## config.mk

```make
export PLATFORM = sky130hd
export DESIGN_NAME = lnk_dly_bist
export DESIGN_NICKNAME = d
export VERILOG_FILES = /design/src/rtl/lnk_dly_pkg.sv /design/src/rtl/lnk_dly_wsync.sv /design/src/rtl/lnk_dly_hist.sv /design/src/rtl/lnk_dly_rom.sv /design/src/rtl/lnk_dly_ctl.sv /design/src/rtl/lnk_dly_bist.sv
export SDC_FILE = /design/constraint.sdc
export NUM_CORES = 1
export LEC_CHECK = 0
export ABC_AREA = 0
export ABC_CLOCK_PERIOD_IN_PS = 2800
export BUFFER_PORTS_ARGS = -buffer_cell sky130_fd_sc_hd__buf_2
export CAP_MARGIN = 20
export CORE_MARGIN = 5
export CORE_UTILIZATION = 45
export CTS_BUF_LIST = sky130_fd_sc_hd__clkbuf_8 sky130_fd_sc_hd__clkbuf_16
export DETAILED_ROUTE_END_ITERATION = 12
export GPL_TIMING_DRIVEN = 0
export SYNTH_ARGS = -nofsm -noshare
export SYNTH_HDL_FRONTEND = slang
export SYNTH_HIERARCHICAL = 1
export SYNTH_SLANG_ARGS = --single-unit
```

## constraint.sdc

```tcl
create_clock -name clk -period 2.8 [get_ports clk]
set_input_delay 0.28 -clock clk [delete_from_list [all_inputs] [get_ports clk]]
set_output_delay 0.28 -clock clk [all_outputs]
set_load 0.1 [all_outputs]
```

## src/rtl/lnk_dly_pkg.sv

```systemverilog
`timescale 1ns/1ps
// Shared types for the link delay-fault self-test controller.
package lnk_dly_pkg;

    // Controller sequencing states.
    typedef enum logic [1:0] {
        ST_IDLE  = 2'd0,
        ST_ARM   = 2'd1,
        ST_DRAIN = 2'd2,
        ST_FIN   = 2'd3
    } ctl_state_t;

    // Latched verdict of one test session.
    typedef enum logic [1:0] {
        VD_NONE      = 2'd0,
        VD_PRESENT   = 2'd1,
        VD_ABSENT    = 2'd2,
        VD_UNDECIDED = 2'd3
    } verdict_t;

endpackage

```

## src/rtl/lnk_dly_wsync.sv

```systemverilog
`timescale 1ns/1ps
// Write-strobe synchronizer.
// Brings the asynchronous strobe into the receiver domain through STAGES
// flops, and reports its level plus single-cycle rise and fall pulses.
// Assumes STAGES >= 2.
module lnk_dly_wsync #(
    parameter int STAGES = 2
) (
    input  logic clk,
    input  logic rst_n,
    input  logic async_in,
    output logic level,
    output logic rise,
    output logic fall
);
    logic [STAGES-1:0] chain;
    logic              level_d;

    // Shift the strobe through the chain and keep one cycle of history.
    always_ff @(posedge clk) begin
        if (!rst_n) begin
            chain   <= '0;
            level_d <= 1'b0;
        end else begin
            chain   <= {chain[STAGES-2:0], async_in};
            level_d <= chain[STAGES-1];
        end
    end

    // Decode the synchronized level and its edges.
    always_comb begin
        level = chain[STAGES-1];
        rise  = level & ~level_d;
        fall  = ~level & level_d;
    end
endmodule

```

## src/rtl/lnk_dly_hist.sv

```systemverilog
`timescale 1ns/1ps
// Data capture history.
// Registers the bus on every edge into TAPS+1 stages. With TAPS equal to the
// strobe synchronizer depth, on the cycle a synchronized rise is flagged:
//   post_word holds the bus from the first edge the strobe was high at the pins;
//   pre_word  holds the bus from the edge just before that one.
module lnk_dly_hist #(
    parameter int W    = 16,
    parameter int TAPS = 2
) (
    input  logic         clk,
    input  logic         rst_n,
    input  logic [W-1:0] data_in,
    output logic [W-1:0] pre_word,
    output logic [W-1:0] post_word
);
    localparam int NSTG = TAPS + 1;

    logic [W-1:0] stg [NSTG];

    genvar k;
    generate
        for (k = 0; k < NSTG; k++) begin : g_stage
            if (k == 0) begin : g_first
                // Capture the raw bus.
                always_ff @(posedge clk) begin
                    if (!rst_n) stg[0] <= '0;
                    else        stg[0] <= data_in;
                end
            end else begin : g_next
                // Age the previous capture by one edge.
                always_ff @(posedge clk) begin
                    if (!rst_n) stg[k] <= '0;
                    else        stg[k] <= stg[k-1];
                end
            end
        end
    endgenerate

    assign post_word = stg[TAPS-1];
    assign pre_word  = stg[TAPS];
endmodule

```

## src/rtl/lnk_dly_rom.sv

```systemverilog
`timescale 1ns/1ps
// Expected-word table.
// Entry a holds SEED for even a and ~SEED for odd a, so that neighbouring
// entries (including the wrap from DEPTH-1 to 0) differ in every bit.
// Assumes DEPTH is even.
module lnk_dly_rom #(
    parameter int          W     = 16,
    parameter int          DEPTH = 4,
    parameter logic [W-1:0] SEED = '0,
    localparam int         AW    = (DEPTH > 1) ? $clog2(DEPTH) : 1
) (
    input  logic [AW-1:0] addr,
    output logic [W-1:0]  word
);
    logic [W-1:0] table_q [DEPTH];

    genvar a;
    generate
        for (a = 0; a < DEPTH; a++) begin : g_ent
            assign table_q[a] = (a % 2 == 1) ? ~SEED : SEED;
        end
    endgenerate

    assign word = table_q[addr];
endmodule

```

## src/rtl/lnk_dly_ctl.sv

```systemverilog
`timescale 1ns/1ps
// Test sequencer.
// Drives the ready line and judges each transfer from the two aligned
// captures against the expected word. It counts inconclusive tries, latches
// one verdict, and flags handshake-rule breaks. Everything is cleared while
// test_mode is low.
module lnk_dly_ctl
    import lnk_dly_pkg::*;
#(
    parameter int W         = 16,
    parameter int DEPTH     = 4,
    parameter int MAX_TRIES = 5,
    localparam int AW       = (DEPTH > 1) ? $clog2(DEPTH) : 1,
    localparam int CW       = $clog2(MAX_TRIES + 1)
) (
    input  logic          clk,
    input  logic          rst_n,
    input  logic          test_mode,
    input  logic          wr_level,
    input  logic          wr_rise,
    input  logic          wr_fall,
    input  logic [W-1:0]  pre_word,
    input  logic [W-1:0]  post_word,
    input  logic [W-1:0]  exp_word,
    output logic          rtr,
    output logic [AW-1:0] addr,
    output logic [CW-1:0] inst_cnt,
    output verdict_t      verdict,
    output logic          done,
    output logic          perr
);
    ctl_state_t state;
    logic       post_bad, pre_good, last_try;
    logic [AW-1:0] addr_nx;

    // Per-transfer judgement terms.
    always_comb begin
        post_bad = (post_word != exp_word);
        pre_good = (pre_word == exp_word);
        last_try = (inst_cnt == CW'(MAX_TRIES - 1));
        addr_nx  = (addr == AW'(DEPTH - 1)) ? '0 : addr + AW'(1);
    end

    // Sequencing, judgement and protocol supervision.
    always_ff @(posedge clk) begin
        if (!rst_n || !test_mode) begin
            state    <= ST_IDLE;
            rtr      <= 1'b0;
            addr     <= '0;
            inst_cnt <= '0;
            verdict  <= VD_NONE;
            perr     <= 1'b0;
        end else begin
            if (state != ST_IDLE && ((wr_rise && !rtr) || (wr_fall && rtr)))
                perr <= 1'b1;
            case (state)
                ST_IDLE: begin
                    state <= ST_ARM;
                    rtr   <= 1'b1;
                end
                ST_ARM: begin
                    if (wr_rise) begin
                        rtr  <= 1'b0;
                        addr <= addr_nx;
                        if (post_bad) begin
                            verdict <= VD_PRESENT;
                            state   <= ST_FIN;
                        end else if (pre_good) begin
                            verdict <= VD_ABSENT;
                            state   <= ST_FIN;
                        end else begin
                            inst_cnt <= inst_cnt + CW'(1);
                            if (last_try) begin
                                verdict <= VD_UNDECIDED;
                                state   <= ST_FIN;
                            end else begin
                                state <= ST_DRAIN;
                            end
                        end
                    end
                end
                ST_DRAIN: begin
                    if (!wr_level) begin
                        rtr   <= 1'b1;
                        state <= ST_ARM;
                    end
                end
                default: begin
                    state <= ST_FIN;
                end
            endcase
        end
    end

    assign done = (state == ST_FIN);
endmodule

```

## src/rtl/lnk_dly_bist.sv

```systemverilog
`timescale 1ns/1ps
// Receiver-side delay-fault self-test for an asynchronous handshaked link.
// Assumes the sender holds test_mode steady during a session, and that DEPTH
// is even.
module lnk_dly_bist
    import lnk_dly_pkg::*;
#(
    parameter int           W          = 16,
    parameter int           DEPTH      = 4,
    parameter int           MAX_TRIES  = 5,
    parameter int           SYNC_STAGES = 2,
    parameter logic [W-1:0] SEED       = 16'h5A3C
) (
    input  logic         clk,
    input  logic         rst_n,
    input  logic         test_mode,
    input  logic         wr_in,
    input  logic [W-1:0] data_in,
    output logic         rtr_out,
    output logic         done,
    output logic         fault_present,
    output logic         fault_absent,
    output logic         inconclusive,
    output logic         proto_err
);
    localparam int AW = (DEPTH > 1) ? $clog2(DEPTH) : 1;
    localparam int CW = $clog2(MAX_TRIES + 1);

    logic          wr_lvl, wr_rise, wr_fall;
    logic [W-1:0]  pre_word, post_word, exp_word;
    logic [AW-1:0] addr;
    logic [CW-1:0] inst_cnt;
    verdict_t      verdict;

    lnk_dly_wsync #(.STAGES(SYNC_STAGES)) u_wsync (
        .clk(clk), .rst_n(rst_n), .async_in(wr_in),
        .level(wr_lvl), .rise(wr_rise), .fall(wr_fall)
    );

    lnk_dly_hist #(.W(W), .TAPS(SYNC_STAGES)) u_hist (
        .clk(clk), .rst_n(rst_n), .data_in(data_in),
        .pre_word(pre_word), .post_word(post_word)
    );

    lnk_dly_rom #(.W(W), .DEPTH(DEPTH), .SEED(SEED)) u_rom (
        .addr(addr), .word(exp_word)
    );

    lnk_dly_ctl #(.W(W), .DEPTH(DEPTH), .MAX_TRIES(MAX_TRIES)) u_ctl (
        .clk(clk), .rst_n(rst_n), .test_mode(test_mode),
        .wr_level(wr_lvl), .wr_rise(wr_rise), .wr_fall(wr_fall),
        .pre_word(pre_word), .post_word(post_word), .exp_word(exp_word),
        .rtr(rtr_out), .addr(addr), .inst_cnt(inst_cnt),
        .verdict(verdict), .done(done), .perr(proto_err)
    );

    // Decode the latched verdict onto the result pins.
    always_comb begin
        fault_present = (verdict == VD_PRESENT);
        fault_absent  = (verdict == VD_ABSENT);
        inconclusive  = (verdict == VD_UNDECIDED);
    end
endmodule

```

==> results of run 1 <==
[registers in the layout, summed over array words and instances (netlist names)]
name / flops
u_hist/stg: 48
u_ctl/verdict: 2
u_ctl/perr: 1
u_wsync/level_d: 1
u_ctl/rtr: 1
u_wsync/chain: 2
u_ctl/state: 2
u_ctl/addr: 2
u_ctl/inst_cnt: 3
[power by group through the flow]
stage	sequential, mW	combinational (mW)	clock [mW]
after floorplan	0.952	0.0569	0
after global placement	0.947	0.0886	0
after detailed placement	0.948	0.0900	0
after CTS	0.928	0.0902	0.743
after global routing	0.930	0.0992	0.781
final	0.928	0.0882	0.709
[cell usage in the layout (no fill, tap or decap), types with 2 or more instances in the layout]
cell and count:
a21oi_1 9, and2_1 32, and2_2 22, and4_1 2
buf_2 25, buf_4 16, buf_6 3, clkbuf_2 2
clkbuf_8 9, clkinv_2 2, dfxtp_1 62, ha_1 3
inv_1 8, nand2_1 6, nand2b_1 2, nand4_1 5
nor2b_1 3, nor4_1 6, nor4_2 2, o21ai_0 4
o31ai_1 2, xor2_1 32
[cell type report]
type                    count  area (µm²)
fillers                   501        2360
flip-flops and latches     62        1240
multi-input cells         141        1020
plain buffers              21         164
repair buffers             25         125
clock buffers               9         124
well taps                  70        87.6
clock inverters             7        58.8
inverters                   5        18.8
[per-layer routing]
| layer | global-route usage | wire (µm) |
|---|---|---|
| met5 | 0 | 0 |
| met1 | 0.135 | 1740 |
| met3 | 0.0375 | 188 |
| met4 | 0.0658 | 57 |
| met2 | 0.177 | 1660 |
[how the worst max path moves through the flow]
stage                   from                 to  slack (ps)  depth (start not counted)
2_1_floorplan  u_ctl/addr[0]  u_ctl/inst_cnt[2]         830                          8
3_3_place_gp   u_ctl/addr[0]  u_ctl/inst_cnt[2]         390                          7
3_5_place_dp   u_ctl/addr[0]  u_ctl/inst_cnt[2]         420                          7
4_1_cts        u_ctl/addr[0]  u_ctl/inst_cnt[2]         390                          7
5_1_grt        u_ctl/addr[0]  u_ctl/inst_cnt[2]         250                          8
6_report       u_ctl/addr[0]  u_ctl/inst_cnt[2]         440                          7
[worst reg2reg max path, cell delays in order (launching register included)]
cell and delay, ps:
dfxtp_1 570, inv_1 280, buf_4 220, xor2_1 150, nor4_1 390, nand4_1 290
nand4_1 210, mux2i_1 190
[kinds of logic (layout without fill, tap and decap cells)]
group | after synthesis | count (layout) | share of synthesized area
buffers and inverters | 26 | 67 | 0.0746
multiplexers | 1 | 1 | 0.00409
AO/OA/AOI/OAI | 20 | 20 | 0.0501
flip-flops | 62 | 62 | 0.507
AND/OR/NAND/NOR | 85 | 85 | 0.235
adder cells (fa/ha/maj) | 3 | 3 | 0.0153
XOR/XNOR | 32 | 32 | 0.114
[metrics by stage]
stage               instances  cell area (µm²)  setup slack (ps)  hold slack (ps)  utilization
floorplan                 229             2450               830              402            -
global placement          324             2660               389              416        0.511
detailed placement        324             2660               420              417        0.511
CTS                       340             2840               388              142        0.546
global route              340             2840               247              141        0.546
finish                    340             2840               438              159        0.546
==> impl_metrics.ini, run 1 <==
[synthesis]
yosysTopAreaCellShare = 0.507
synth_area_leaders = dfxtp_1 (51%), xor2_1 (11%), and2_1 (8.2%)
synthesis.nets = 252
syn-mean-instance-area_um2 = 10.7
synth_area_um2 = 2450
synth_edf_count = 0
synth_async_sr_flop_share = 0
synth_cells = 229
synth.distinct_cells = 30
synth_top_flop_cell = dfxtp_1
yosysTopAreaCell = dfxtp_1
yosysMostFrequentCell = dfxtp_1
synth_common_cells = dfxtp_1 (62), and2_1 (32), xor2_1 (32)
seq_area_frac_synth = 0.507
yosys_warnings = 6
synth-seq-cells = 62

[detailed_routing]
dr.pass1.iters = 4
vias = 1490
avgViaCountPerCell = 4.38
wl_mm = 3.65
wl_per_cell_um = 10.7
drt_iter0_markers = 62
drc_errors = 0
postRouteAntennaNets = 0

[clocking]
cts_buffer_depth = 2
post_cts_buffers = 0
postCtsHoldBufs = 0
cts_tree = built
clk_latency_ps = 320
htreeDepth = 3
cts_root_buffer = clkbuf_8
cts_inserted_buffers = 9
path_clk_slew_ps = 60
cts-resized-gates = 0
cts.sinks = 62

[power]
p_int_mw = 1.36
ir_drop_uv = 468
switching_share = 0.213
power.switching_uw = 367
power_density_nw_per_um2 = 606
totalPowerFinal_mw = 1.72
clockPowerShare = 0.411
power.share.combinational = 0.051
leakagePower_nw = 1.28
p_seq_frac = 0.538

[timing]
relSlewSlack = 0.679
final_hold_viol_count = 0
period_needed_ps = 2360
maxSlewViolCount = 0
max_freq_ghz = 0.423
finalSetupViolations = 0
finClkSkew_ps = 3.42
worst_slew_pin_slew_ps = 485
period_share = 0.844
setup_tns_ps = 0
rsz0062_at_grt = no

[die]
initial_core_util = 0.470
fp.dieW_um = 83.8
dieArea_um2 = 7020
die_h_um = 83.8
row_count = 26
top_level_ports = 26
core_um2 = 5200

[worst_setup_path]
critPathMaxStageDelay_ps = 570
reg2regPathDepth = 7
reg2reg_slack_ps = 440
cp_cell_sequence = inv_1 > buf_4 > xor2_1 > nor4_1 > nand4_1 > nand4_1 > mux2i_1
path_common_cell = nand4_1
cp_max_fo = 12
critical_path_class = reg2reg
cp.arrival_ps = 2610
worstReg2RegEnd = u_ctl/inst_cnt[2]
startpoint_type = register
critical_path.endpoint_type = register
cp_data_required_time_ps = 3050
crit_family = simple AND/OR/NAND/NOR gates
cp_slowest_cell = dfxtp_1
regToRegStartpoint = u_ctl/addr[0]
crit_buf_inv = 2

[placed_design]
place_congestion = 0.749
dp_hpwl_mm = 2.69
port-buffer-count = 25

[grt]
grt_pass1_wl_mm = 6.26
grt_usage = 0.113
antenna_found_initial = 0
grt_max_degree = 13
gr-total-overflow = 0
first_global_vias = 1412

[min_path]
holdPathStages = 2
min_to = u_wsync/chain[0]
min-delay-start = wr_in
hold_class = in2reg

[final_layout]
layout.nets = 288
drive_above_1_share = 0.315
num_antenna_cells = 0
area_growth_pct = 16.1

[run_status]
status = completed

[run]
drv_cap = 0
No activity file was read; power rests on OpenSTA's default activity.
==> run 2: changes to the inputs <==
--- a/config.mk
+++ b/config.mk
@@ -5,8 +5,8 @@
 export SDC_FILE = /design/constraint.sdc
 export NUM_CORES = 1
 export LEC_CHECK = 0
-export ABC_AREA = 0
-export ABC_CLOCK_PERIOD_IN_PS = 2800
+export ABC_AREA = 1
+export ABC_CLOCK_PERIOD_IN_PS = 2400
 export BUFFER_PORTS_ARGS = -buffer_cell sky130_fd_sc_hd__buf_2
 export CAP_MARGIN = 20
 export CORE_MARGIN = 5
==> constraint.sdc (replaced) <==
create_clock -name clk -period 2.4 [get_ports clk]
set_input_delay 0.24 -clock clk [delete_from_list [all_inputs] [get_ports clk]]
set_output_delay 0.24 -clock clk [all_outputs]
set_load 0.1 [all_outputs]
==> impl_metrics.ini, run 2 <==
[run_status]
status = completed

[final_layout]
fill_cells = 621
num_antenna_cells = 0
area_growth_pct = 14.3
layout_commonest_cell = nand2_1
utilization = 0.525
top_register = u_hist/stg
layout_common_cells = nand2_1 (134), inv_1 (93), dfxtp_1 (61), nor2_1 (29), buf_2 (27)
layout.nets = 448
largest_reg_flops = 48
largestRegisters = u_hist/stg (48), u_ctl/inst_cnt (3)
drive_above_1_share = 0.182

[detailed_routing]
avgViaCountPerCell = 4.04
vias = 2036
wl_mm = 4.55
wl_per_cell_um = 9.03
drt_iter0_markers = 47
dr.pass1.iters = 4
postRouteAntennaNets = 0
drc_errors = 0

[die]
initial_core_util = 0.459
top_level_ports = 26
dieArea_um2 = 7660
die_h_um = 87.5
row_count = 28
core_um2 = 5890
fp.dieW_um = 87.5

[synthesis]
yosysTopAreaCell = dfxtp_1
synth_area_um2 = 2700
yosys_warnings = 6
yosysMostFrequentCell = nand2_1
syn-mean-instance-area_um2 = 6.95
synth_area_leaders = dfxtp_1 (46%), nand2_1 (19%), inv_1 (12%)
synth_top_flop_cell = dfxtp_1
synth_common_cells = nand2_1 (134), inv_1 (90), dfxtp_1 (62)
synth_cells = 389
yosysTopAreaCellShare = 0.459
synthesis.nets = 412
synth_edf_count = 0
synth.distinct_cells = 20
synth_async_sr_flop_share = 0
seq_area_frac_synth = 0.459
synth-seq-cells = 62

[min_path]
hold_class = in2reg
holdPathStages = 3

[timing]
period_share = 0.832
relSlewSlack = 0.679
final_hold_viol_count = 0
worst_slew_pin_slew_ps = 485
maxSlewViolCount = 0
finalSetupViolations = 0
rsz0062_at_grt = no
setup_tns_ps = 0
period_needed_ps = 2000
finClkSkew_ps = 6.38
max_freq_ghz = 0.501

[grt]
antenna_found_initial = 0
grt_max_degree = 13
grt_pass1_wl_mm = 7.87
grt_usage = 0.135
gr-total-overflow = 0
first_global_vias = 1934

[worst_setup_path]
cp_slowest_cell = dfxtp_2
cp_num_cells = 14
path_common_cell = nand2_1
reg2regPathDepth = 14
startpoint_type = register
critical_path_class = reg2reg
cp_max_fo = 12
crit_family = simple AND/OR/NAND/NOR gates
cp.arrival_ps = 2220
cp_data_required_time_ps = 2620
crit_buf_inv = 3
cp_cell_sequence = inv_1 > buf_4 > inv_1 > nand2_1 > nand2_1 > nand2_1 > nor2_1 > nand2_1 > nor2_4 > nand3_2 > nand2_2 > nand2_1 > nand2_1 > nor2_1
critical_path.endpoint_type = register
critPathMaxStageDelay_ps = 480

[clocking]
cts_buffer_depth = 2
cts_tree = built
post_cts_buffers = 0
cts_inserted_buffers = 9
path_clk_slew_ps = 60
clk_latency_ps = 330
htreeDepth = 3
cts.sinks = 62
cts_root_buffer = clkbuf_8

[power]
totalPowerFinal_mw = 1.98
leakagePower_nw = 1.82
power_density_nw_per_um2 = 641
ir_drop_uv = 414

[placed_design]
port-buffer-count = 25
dp_hpwl_mm = 3.20
place_congestion = 0.768

[run]
drv_cap = 0
-- run 2: changes by cell type after synthesis, sizes merged, moves of 3 or more --
cell   before  now
and2       54    0
inv         5  101
nand2       6  136
nand3       0    4
nor2        1   34
nor2b       3    0
nor4        8    0
xnor2       0   11
xor2       32    2
-- run 2: through the flow --
stage | hold WS, ps | instance area, µm² | worst slack (ps) | std cells
2_1_floorplan | 333 | 2700 | 520 | 389
3_3_place_gp | 392 | 2920 | 189 | 489
3_5_place_dp | 400 | 2920 | 135 | 489
4_1_cts | 71.4 | 3090 | 99.3 | 504
5_1_grt | 68.3 | 3090 | 179 | 504
6_report | 91.5 | 3090 | 402 | 504
-- run 2: cell families (layout without fill, tap and decap cells) --
group,Yosys count,in the layout,share of synthesized area
compound gates,11,11,0.0204
xor+xnor,13,13,0.0421
fa+ha+maj,3,3,0.0139
buf+inv,121,161,0.197
flops,62,62,0.459
simple gates,179,179,0.268
-- run 2: final timing paths --
check / from / to / slack, ps
max: u_ctl/addr[0] / u_ctl/verdict[0] / 400
min: data_in[15] / u_hist/stg[0][15] / 90
max reg2reg: u_ctl/addr[0] / u_ctl/verdict[0] / 400
min reg2reg: u_hist/stg[0][0] / u_hist/stg[1][0] / 410
-- run 2: area by class of cell --
cell class,count,area (µm²),area share
inverters,101,379,0.123
plain buffers,20,153,0.0494
clock inverters,4,16.3,0.00526
flip-flops and latches,62,1240,0.402
multi-input cells,206,931,0.301
well taps,75,93.8,0.0304
repair buffers,25,125,0.0405
clock buffers,11,151,0.0490
-- run 2: power by group --
group / switching (mW) / internal [mW]
clock network: 0.363 / 0.412
registers: 0.0179 / 1.07
logic: 0.0719 / 0.0492
-- run 2: per-layer routing --
layer | GRT usage | wire, µm
met1 | 0.138 | 2080
met2 | 0.240 | 2190
met3 | 0.0482 | 186
met4 | 0.0725 | 87
met5 | 0 | 0
-- run 2: worst reg2reg max path, delay by kind of cell (launching register included) --
family        cells  cell delay, ps
buf+inv           3             530
flops             1             480
simple gates     11             880
-- run 2: timing repair --
item,CTS,global route
setup endpoints to repair,0,6
resized for setup,0,1
hold buffers,0,0
